<file path="config.mk">
export PLATFORM = sky130hd
export DESIGN_NAME = alu6_core
export DESIGN_NICKNAME = d
export VERILOG_FILES = /design/src/rtl/alu6_pkg.sv /design/src/rtl/alu6_opnd.sv /design/src/rtl/alu6_func.sv /design/src/rtl/alu6_post.sv /design/src/rtl/alu6_core.sv
export SDC_FILE = /design/constraint.sdc
export NUM_CORES = 1
export LEC_CHECK = 0
export BUFFER_PORTS_ARGS = -buffer_cell sky130_fd_sc_hd__buf_2
export CAP_MARGIN = 30
export CORE_MARGIN = 2
export CORE_UTILIZATION = 45
export DETAILED_ROUTE_END_ITERATION = 8
export PLACE_DENSITY = 0.78
export SYNTH_ARGS = -nofsm -noshare
export SYNTH_HDL_FRONTEND = slang
export SYNTH_SLANG_ARGS = --single-unit
</file>
<file path="constraint.sdc">
create_clock -name vclk -period 22.4
set_clock_uncertainty 0.2 [all_clocks]
set_input_delay 6.72 -clock vclk [all_inputs]
set_output_delay 6.72 -clock vclk [all_outputs]
set_load 0.01 [all_outputs]
</file>
<file path="src/rtl/alu6_pkg.sv">
package alu6_pkg;
  typedef struct packed {
    logic clr;
    logic inv;
  } opnd_ctrl_t;
endpackage

</file>
<file path="src/rtl/alu6_opnd.sv">
module alu6_opnd #(
  parameter int WIDTH = 16
) (
  input  logic [WIDTH-1:0]    din,
  input  alu6_pkg::opnd_ctrl_t ctl,
  output logic [WIDTH-1:0]    dout
);
  logic [WIDTH-1:0] cleared;

  always_comb begin
    cleared = ctl.clr ? '0 : din;
    dout    = ctl.inv ? ~cleared : cleared;
  end

  // the clear step comes before the inversion step
  always_comb begin
    if (ctl.clr) begin
      assert_clear_first_R1: assert (dout == (ctl.inv ? {WIDTH{1'b1}} : {WIDTH{1'b0}}));
    end
    if (!ctl.clr && ctl.inv) begin
      assert_invert_R2: assert ((dout ^ din) == {WIDTH{1'b1}});
    end
  end
endmodule

</file>
<file path="src/rtl/alu6_func.sv">
module alu6_func #(
  parameter int WIDTH = 16
) (
  input  logic [WIDTH-1:0] opa,
  input  logic [WIDTH-1:0] opb,
  input  logic             sel_add,
  output logic [WIDTH-1:0] core
);
  logic [WIDTH-1:0] sum;
  logic [WIDTH-1:0] conj;

  always_comb begin
    sum  = opa + opb;
    conj = opa & opb;
    core = sel_add ? sum : conj;
  end

  always_comb begin
    if (sel_add) begin
      assert_add_wraps_R4: assert ((core - opb) == opa);
    end else begin
      assert_and_subset_R5: assert (((core & ~opa) | (core & ~opb)) == '0);
    end
  end
endmodule

</file>
<file path="src/rtl/alu6_post.sv">
module alu6_post #(
  parameter int WIDTH = 16
) (
  input  logic [WIDTH-1:0] core,
  input  logic             inv_res,
  output logic [WIDTH-1:0] res,
  output logic             is_zero,
  output logic             is_neg
);
  localparam int HALF = WIDTH / 2;

  logic lo_any;
  logic hi_any;

  always_comb begin
    res     = inv_res ? ~core : core;
    lo_any  = |res[HALF-1:0];
    hi_any  = |res[WIDTH-1:HALF];
    is_zero = ~(lo_any | hi_any);
    is_neg  = res[WIDTH-1];
  end

  always_comb begin
    if (inv_res) begin
      assert_post_invert_R6: assert ((res ^ core) == {WIDTH{1'b1}});
    end else begin
      assert_post_pass_R6: assert (res == core);
    end
  end
endmodule

</file>
<file path="src/rtl/alu6_core.sv">
module alu6_core #(
  parameter int WIDTH = 16
) (
  input  logic [WIDTH-1:0] a,
  input  logic [WIDTH-1:0] b,
  input  logic             clr_a,
  input  logic             inv_a,
  input  logic             clr_b,
  input  logic             inv_b,
  input  logic             sel_add,
  input  logic             inv_res,
  output logic [WIDTH-1:0] res,
  output logic             is_zero,
  output logic             is_neg
);
  alu6_pkg::opnd_ctrl_t ctl_a;
  alu6_pkg::opnd_ctrl_t ctl_b;
  logic [WIDTH-1:0]     opa;
  logic [WIDTH-1:0]     opb;
  logic [WIDTH-1:0]     core;

  always_comb begin
    ctl_a = '{clr: clr_a, inv: inv_a};
    ctl_b = '{clr: clr_b, inv: inv_b};
  end

  alu6_opnd #(.WIDTH(WIDTH)) u_opa (.din(a), .ctl(ctl_a), .dout(opa));
  alu6_opnd #(.WIDTH(WIDTH)) u_opb (.din(b), .ctl(ctl_b), .dout(opb));

  alu6_func #(.WIDTH(WIDTH)) u_func (
    .opa(opa), .opb(opb), .sel_add(sel_add), .core(core)
  );

  alu6_post #(.WIDTH(WIDTH)) u_post (
    .core(core), .inv_res(inv_res), .res(res), .is_zero(is_zero), .is_neg(is_neg)
  );

  always_comb begin
    assert_zero_flag_R7: assert (is_zero == (res == '0));
    assert_neg_flag_R8: assert (is_neg == res[WIDTH-1]);
    if (clr_b && inv_b && !clr_a && !inv_a && !sel_add && !inv_res) begin
      assert_pass_a_R11: assert (res == a);
    end
    if (clr_a && inv_a && clr_b && inv_b && sel_add && inv_res) begin
      assert_const_one_R9: assert (res == WIDTH'(1));
    end
    if (clr_a && inv_a && clr_b && !inv_b && sel_add && !inv_res) begin
      assert_minus_one_R10: assert (res == {WIDTH{1'b1}});
    end
    if (clr_b) begin
      assert_clear_b_R3: assert (opb == (inv_b ? {WIDTH{1'b1}} : {WIDTH{1'b0}}));
    end
  end
endmodule

</file>
Word-level counts from Yosys, hierarchy flattened
Index checks and enable logic that the tools add are counted.

storage, ports and cells
  register bits = 0
  input bits = 38
  output and inout port bits = 18
  word-level logic and storage cells = 15

cells by class
  add/subtract/negate cells = 1
  mux-type cells = 6
  bitwise operators = 6
  reductions and logical operators = 2

operators with widths
  cell                number
  2-to-1 mux 16 bit   6
  inverter 16 bit     3
  adder 16 bit        1
  bitwise AND 16 bit  1
  OR reduction 8 bit  2
  inverter 1 bit      1
  bitwise OR 1 bit    1

Longest topological paths before layout
Gate-level depths: netlist of the first run.

  depth in word-level cells = 10
  gate-level depth with buffers = 13
  mapped depth without buffers = 12

Hierarchy
A second synthesis of the first run with hierarchy kept.

second synthesis, totals
  cell total of the unflattened synthesis = 235
  area, all modules = 2108.3 um^2

by module, submodules not included
  module     instances  cells each  area each (um^2)  sequential area each (um^2)
  alu6_func  1          133         978.4             0.0
  alu6_opnd  2          35          432.9             0.0
  alu6_post  1          32          264.0             0.0

Worst setup path after synthesis of the first run
OpenSTA, ideal clock, no wires.

  path type = input-to-output
  from = in inv_b
  to = out is_zero
  data arrival time = 9.996 ns
  data required time = 15.480 ns
  setup slack = 5.484 ns
  stages on the path = 12
  path buffers = 2
  cell sequence = clkbuf_1 > buf_1 > xnor2_1 > fa_1 > a21o_2 > a211oi_1 > a21oi_1 > mux2i_1 > xnor2_1 > or4_1 > or3_1 > nor4_2

between the ends
  cells in the longest elaborated chain, start to end = 8
  elaborated cells between the ends (all ways) = 10
  classes of those cells = 1 x add/sub; 3 x mux; 4 x bitwise; 2 x reduce/logical

RTL lines
  element                                             RTL line                          RTL
  from (decl)                                         alu6_core.sv:9                    input logic inv_b,
  2-to-1 mux 16 bit *                                 alu6_opnd.sv:12                   dout = ctl.inv ? ~cleared : cleared;
  adder 16 bit or bitwise AND 16 bit (tied branches)  alu6_func.sv:13, alu6_func.sv:14
  2-to-1 mux 16 bit *                                 alu6_func.sv:15                   core = sel_add ? sum : conj;
  inverter 16 bit                                     alu6_post.sv:16                   res = inv_res ? ~core : core;
  2-to-1 mux 16 bit *                                 alu6_post.sv:16
  named net res[4]                                    alu6_core.sv:12                   output logic [WIDTH-1:0] res,
  OR reduction 8 bit *                                alu6_post.sv:17                   lo_any = |res[HALF-1:0];
  bitwise OR 1 bit *                                  alu6_post.sv:19                   is_zero = ~(lo_any | hi_any);
  inverter 1 bit *                                    alu6_post.sv:19
  to (decl)                                           alu6_core.sv:13                   output logic is_zero,

Mark *: on every way through the listed nets, which the timed path passes. The rest lies on a longest branch.

Worst setup path after layout of the first run
  from = in inv_b
  to = out is_zero

between the ends
  cells in the longest elaborated chain, start to end = 8
  elaborated cells between the ends (all ways) = 10
  classes of those cells = 1 x add/sub; 3 x mux; 4 x bitwise; 2 x reduce/logical

RTL lines
  element                                             RTL line
  2-to-1 mux 16 bit *                                 alu6_opnd.sv:12
  adder 16 bit or bitwise AND 16 bit (tied branches)  alu6_func.sv:13, alu6_func.sv:14
  2-to-1 mux 16 bit *                                 alu6_func.sv:15
  inverter 16 bit                                     alu6_post.sv:16
  2-to-1 mux 16 bit *                                 alu6_post.sv:16
  OR reduction 8 bit (on tied branches)               alu6_post.sv:17, alu6_post.sv:18
  bitwise OR 1 bit *                                  alu6_post.sv:19
  inverter 1 bit *                                    alu6_post.sv:19

Mark *: on every way between the ends. The rest lies on a longest branch, timed or not.

==> flow_summary_export.csv, run 1 <==
group,metric,value,unit
run_status,outcome,"completed",
power,power.switching_fraction,53.7,%
grt,grt_pass1_wl,6910,um
layout,layoutNonFillerInstCount,327,
synthesis,synth_nets,292,
floorplanning,dieArea,4400,um2
route,post_drt_wl_per_cell,12.4,um
floorplanning,num_io_pins,56,
grt,maximum_number_of_pins_on_one_net_before_global_route_repair,24,
flow_run,drv.max_cap_violation_count,0,
timing,min_period,16.79,ns
route,antenna_violating_nets_post_route,0,
critical_path,worst_setup_path_end_kind,"output pin",
power,clockPowerShare,0,%
power,power.static_leakage,0.883,nW
clock_network,hold_buffers,0,
floorplanning,initial_core_util,47.5,%
layout,area_of_combinational_cells_with_multiple_inputs,1680,um2
timing,unrepaired_setup_endpoints_after_global_routing,"no",
synthesis,synthesis_warnings,0,
floorplanning,die_width,66.4,um
placement,detailed_place_hpwl,3490,um
power,sequential_share_of_power,0,%
floorplanning,coreArea,3690,um2
floorplanning,die_y,66.4,um
timing,finalHoldWorstSlack,13.77,ns
power,irDropWorstVdd,16.4,uV
route,drc_errors,0,
synthesis,synth_cell_type_count,48,
synthesis,synthesis.area,1750,um2
timing,finalSetupViolations,0,
min_path,timing.hold.worst.class,"in -> out",
layout,post_route_cells_drive_above_1_share,23.7,%
critical_path,setup.worst_path.end,"is_zero",
critical_path,setup.worst_path.class,"in -> out",
placement,gp_congestion,0.902,
clock_network,post-cts-setup-buffers,0,
timing,maxSlewHeadroom,65.9,%
power,p_per_area,49.1,nW/um2
grt,first_global_vias,1625,
power,comb_power_share,100.0,%
power,cellInternalPower,0.0000461,W
power,power.net_switching,0.0000536,W
clock_network,postCtsResizedCells,0,
critical_path,worstSetupStartpointType,"primary input",
route,first_pass_iters,4,
timing,maxClockFrequency,59.5,MHz
layout,areaGrowthSynthToFinish,16.0,%
route,drt-total-wl,4050,um
route,drt_iter0_drc,69,
critical_path,crit_required,15.48,ns
critical_path,arrival,9.87,ns
placement,numPortBuffers,56,
grt,globalRoute.totalOverflow,0,
synthesis,yosys-top-cells-area,"sky130_fd_sc_hd__xnor2_1 (28%), sky130_fd_sc_hd__ha_1 (11%), sky130_fd_sc_hd__nand2b_1 (11%)",
route,detail_route.vias_per_cell,5.26,
synthesis,post_synthesis_cell_type_with_the_largest_combined_area,"sky130_fd_sc_hd__xnor2_1",
grt,grt_antenna_before_repair,0,
synthesis,netlist_instances,237,
layout,fin_util,55.1,%
layout,antenna_cells,0,
floorplanning,placementRows,22,
synthesis,netlist.area_leader.share,27.5,%
timing,finalMaxSlewViolations,0,
timing,transition_at_the_pin_with_the_smallest_max_transition_slack,0.511,ns
layout,finalNetCount,336,
route,vias,1720,
synthesis,avgSynthCellArea,7.39,um2
timing,layout_worst_path_cycle_share,75.0,%
grt,track_usage,18.9,%
layout,final.fill_count,387,
layout,design.seq.count,0,
critical_path,crit_start,"inv_b",
timing,final_layout_setup_total_negative_slack,0,ns
timing,report.final.hold_viol_count,0,
synthesis,synth_seq_area_share,0,%
critical_path,critical_path_peak_fanout,16,
placement,placedCellCount,327,
layout,flip_flop_and_latch_area,0,um2
layout,num-clock-buffers,0,
==> area by class of cell <==
class,instances,share of cell area [%]
repair buffers,56,13.8
well taps,48,2.96
multi-input cells,219,82.5
inverters,4,0.739
==> synthesized netlist by cell type (all sizes together) (2+ instances only) <==
master  instances
and2            2
a21o            7
o21ai           8
xnor2          55
mux2i          11
nand2b         32
nor2b           2
xor2            2
clkbuf          8
nor3b           4
nor3            8
o211ai          5
nand2          13
nor4            3
a211o           3
or3             5
a21oi          13
nor2            7
buf             6
ha             16
inv             4
a211oi          7
==> worst max-delay path, stage by stage <==
cell	delay (ns)
sky130_fd_sc_hd__buf_2	0.35
sky130_fd_sc_hd__xnor2_1	0.15
sky130_fd_sc_hd__ha_1	0.29
sky130_fd_sc_hd__fa_1	0.45
sky130_fd_sc_hd__a211o_2	0.33
sky130_fd_sc_hd__a21o_1	0.19
sky130_fd_sc_hd__o211ai_2	0.21
sky130_fd_sc_hd__a21oi_1	0.10
sky130_fd_sc_hd__o211ai_1	0.32
sky130_fd_sc_hd__nor3b_1	0.23
sky130_fd_sc_hd__mux2i_1	0.11
sky130_fd_sc_hd__nor4_2	0.26
sky130_fd_sc_hd__buf_2	0.16
==> through the flow <==
step           setup WS [ns]  instance area, um2  total power (W)
6_report                5.61                2030        0.0000997
5_1_grt                 5.38                2030         0.000111
4_1_cts                 5.60                2030        0.0000995
3_5_place_dp            5.62                2030        0.0000992
3_3_place_gp            5.70                2030        0.0000971
2_1_floorplan           5.48                1750        0.0000759
==> power groups by stage <==
stage | logic, W | clock network, W | registers, W
floorplan | 0.0000759 | 0 | 0
global placement | 0.0000971 | 0 | 0
detailed placement | 0.0000992 | 0 | 0
CTS | 0.0000995 | 0 | 0
global route | 0.000111 | 0 | 0
finish | 0.0000997 | 0 | 0
==> worst min-delay path by stage <==
stage	endpoint	startpoint	slack, ns	cells past startpoint
final	res[8]	inv_res	13.77	3
after global routing	res[11]	inv_res	13.80	3
after detailed placement	res[9]	inv_res	13.77	3
after global placement	res[9]	inv_res	13.76	3
after floorplan	res[0]	inv_res	13.51	2
after CTS	res[9]	inv_res	13.77	3
==> cells in the final DEF (no fill, tap or decap), types with 2 or more instances in the layout <==
cell | Yosys | routed
sky130_fd_sc_hd__nor4_1 | 2 | 2
sky130_fd_sc_hd__nor2_1 | 7 | 7
sky130_fd_sc_hd__o21ai_0 | 7 | 7
sky130_fd_sc_hd__xor2_1 | 2 | 2
sky130_fd_sc_hd__nor2b_1 | 2 | 2
sky130_fd_sc_hd__nor3_1 | 7 | 7
sky130_fd_sc_hd__mux2i_1 | 11 | 11
sky130_fd_sc_hd__o211ai_1 | 4 | 4
sky130_fd_sc_hd__and2_1 | 2 | 2
sky130_fd_sc_hd__ha_1 | 16 | 16
sky130_fd_sc_hd__nand2b_1 | 32 | 32
sky130_fd_sc_hd__nor3b_1 | 4 | 4
sky130_fd_sc_hd__a211o_1 | 2 | 2
sky130_fd_sc_hd__a211oi_1 | 6 | 6
sky130_fd_sc_hd__buf_2 | 3 | 56
sky130_fd_sc_hd__a21oi_1 | 13 | 13
sky130_fd_sc_hd__nand2_1 | 13 | 13
sky130_fd_sc_hd__or3_1 | 5 | 5
sky130_fd_sc_hd__xnor2_1 | 55 | 55
sky130_fd_sc_hd__inv_1 | 3 | 3
sky130_fd_sc_hd__a21o_1 | 6 | 6
==> layer usage <==
layer	global-route usage, %	vias up	routed length, um
met5	0	-	0
met4	1.02	0	0
met3	0.511	0	200
met2	33.1	61	1870
met1	26.8	742	1980
li1	-	917	-
==> cells by family after synthesis <==
logic type / count (synthesis) / synth area share [%]
AOI/OAI and AO/OA: 51 / 20.7
xor gates and xnor gates: 57 / 28.5
adders and majority gates: 17 / 12.6
buffers and inverters: 18 / 4.29
muxes: 12 / 6.93
and+or+nand+nor: 82 / 27.0
Note: power is estimated with default switching activity, not from simulation.
==> run 2: changes to the inputs <==
Clock period 22.4 ns to 16.35 ns, I/O delays scaled along.
==> run 2 against run 1 <==
- setup slack got worse by 2.4 ns
- critical path depth did not move
- flip-flop and latch count did not move
- sequential share of layout area did not move
- first-iteration DRC count fell by 7.2%
- count of clock-buffer cells in the layout did not move
- die area did not move
- hold slack got worse by 3.6 ns
- via count rose by 1.6%
- global-route usage rose by 0.25 points
- highest routed layer unchanged
==> flow_summary_export.csv, run 2 (synthesis gave the netlist of run 1 again) <==
group,metric,value,unit
route,post_drt_wl_per_cell,12.6,um
grt,first_global_vias,1572,
grt,globalRoute.totalOverflow,0,
route,detail_route.vias_per_cell,5.35,
critical_path,critical_path_peak_fanout,16,
floorplanning,num_io_pins,56,
route,drt_iter0_drc,64,
timing,layout_worst_path_cycle_share,80.6,%
floorplanning,placementRows,22,
grt,grt_pass1_wl,6950,um
clock_network,post-cts-setup-buffers,0,
timing,report.final.hold_viol_count,0,
layout,areaGrowthSynthToFinish,16.0,%
floorplanning,die_y,66.4,um
timing,finalMaxSlewViolations,0,
grt,grt_antenna_before_repair,0,
grt,maximum_number_of_pins_on_one_net_before_global_route_repair,24,
layout,post-route-cell-area,2030,um2
route,first_pass_iters,4,
floorplanning,coreArea,3690,um2
floorplanning,dieArea,4400,um2
min_path,timing.hold.worst.class,"in -> out",
placement,dp_worst_setup_slack,3.20,ns
route,drc_errors,0,
power,p_per_area,67.3,nW/um2
power,power.static_leakage,0.883,nW
timing,maxClockFrequency,75.9,MHz
placement,detailed_place_hpwl,3590,um
timing,transition_at_the_pin_with_the_smallest_max_transition_slack,0.489,ns
timing,finalSetupViolations,0,
floorplanning,initial_core_util,47.5,%
layout,finalNetCount,336,
layout,flip_flop_and_latch_area,0,um2
route,antenna_violating_nets_post_route,0,
timing,min_period,13.17,ns
critical_path,setup.worst_path.class,"in -> out",
timing,layout_setup_ws,3.18,ns
power,irDropWorstVdd,22.2,uV
critical_path,crit_required,11.24,ns
layout,final.fill_count,387,
layout,most-common-layout-cells,"sky130_fd_sc_hd__buf_2 (56), sky130_fd_sc_hd__xnor2_1 (55), sky130_fd_sc_hd__nand2b_1 (32), sky130_fd_sc_hd__ha_1 (16)",
placement,numPortBuffers,56,
placement,post_dp_cell_area,2030,um2
clock_network,hold_buffers,0,
layout,antenna_cells,0,
floorplanning,die_width,66.4,um
clock_network,postCtsResizedCells,0,
critical_path,worstSetupStartpointType,"primary input",
timing,maxSlewHeadroom,67.4,%
placement,gp_congestion,0.901,
critical_path,arrival,8.07,ns
layout,design.seq.count,0,
flow_run,drv.max_cap_violation_count,0,
grt,track_usage,19.2,%
critical_path,worst_setup_path_end_kind,"output pin",
run_status,outcome,"completed",
timing,unrepaired_setup_endpoints_after_global_routing,"no",
route,vias,1748,
timing,final_layout_setup_total_negative_slack,0,ns
layout,num-clock-buffers,0,
layout,final_common_cell,"sky130_fd_sc_hd__buf_2",
layout,post_route_cells_drive_above_1_share,23.7,%
route,drt-total-wl,4130,um
==> run 2: cell counts in the layout (fill, tap and decap cells not counted) <==
Identical to the previous run, type by type.
==> run 2: layer usage <==
| metal | track usage, % | share of wire (%) | vias up |
|---|---|---|---|
| li1 | - | - | 920 |
| met1 | 27.0 | 48 | 777 |
| met2 | 34.3 | 47 | 51 |
| met3 | 0.341 | 4.7 | 0 |
| met4 | 0.255 | 0 | 0 |
| met5 | 0 | 0 | - |
==> run 2: worst paths after layout <==
kind                    start      end  slack [ns]  depth (start not counted)
worst min-delay path  inv_res   res[8]       10.13                          3
worst max-delay path    inv_b  is_zero        3.18                         13
==> run 2: cell type report <==
| cell class | instances | area [um2] | area share [%] |
|---|---|---|---|
| repair buffers | 56 | 280 | 13.8 |
| inverters | 4 | 15.0 | 0.739 |
| well taps | 48 | 60.1 | 2.96 |
| multi-input cells | 219 | 1680 | 82.5 |
==> run 2: worst max-delay path: stages <==
cell and delay, ns:
sky130_fd_sc_hd__buf_2 0.36, sky130_fd_sc_hd__xnor2_1 0.15, sky130_fd_sc_hd__ha_1 0.28, sky130_fd_sc_hd__fa_1 0.45, sky130_fd_sc_hd__a211o_2 0.33, sky130_fd_sc_hd__a21o_1 0.19
sky130_fd_sc_hd__o211ai_2 0.21, sky130_fd_sc_hd__a21oi_1 0.10, sky130_fd_sc_hd__o211ai_1 0.33, sky130_fd_sc_hd__nor3b_1 0.24, sky130_fd_sc_hd__mux2i_1 0.11, sky130_fd_sc_hd__nor4_2 0.25
sky130_fd_sc_hd__buf_2 0.16
==> run 2: metrics by stage <==
| step | utilization, % | cells | power (W) | hold slack, ns |
|---|---|---|---|---|
| global placement | 55.1 | 327 | 0.000133 | 10.13 |
| CTS | 55.1 | 327 | 0.000137 | 10.14 |
| floorplan | - | 237 | 0.000104 | 9.88 |
| detailed placement | 55.1 | 327 | 0.000136 | 10.14 |
| finish | 55.1 | 327 | 0.000137 | 10.13 |
| global route | 55.1 | 327 | 0.000153 | 10.16 |
==> run 2: power by group <==
| group | leakage [nW] | total (W) | internal [W] | switching [W] |
|---|---|---|---|---|
| registers | 0 | 0 | 0 | 0 |
| logic | 0.883 | 0.000137 | 0.0000632 | 0.0000735 |
| clock network | 0 | 0 | 0 | 0 |
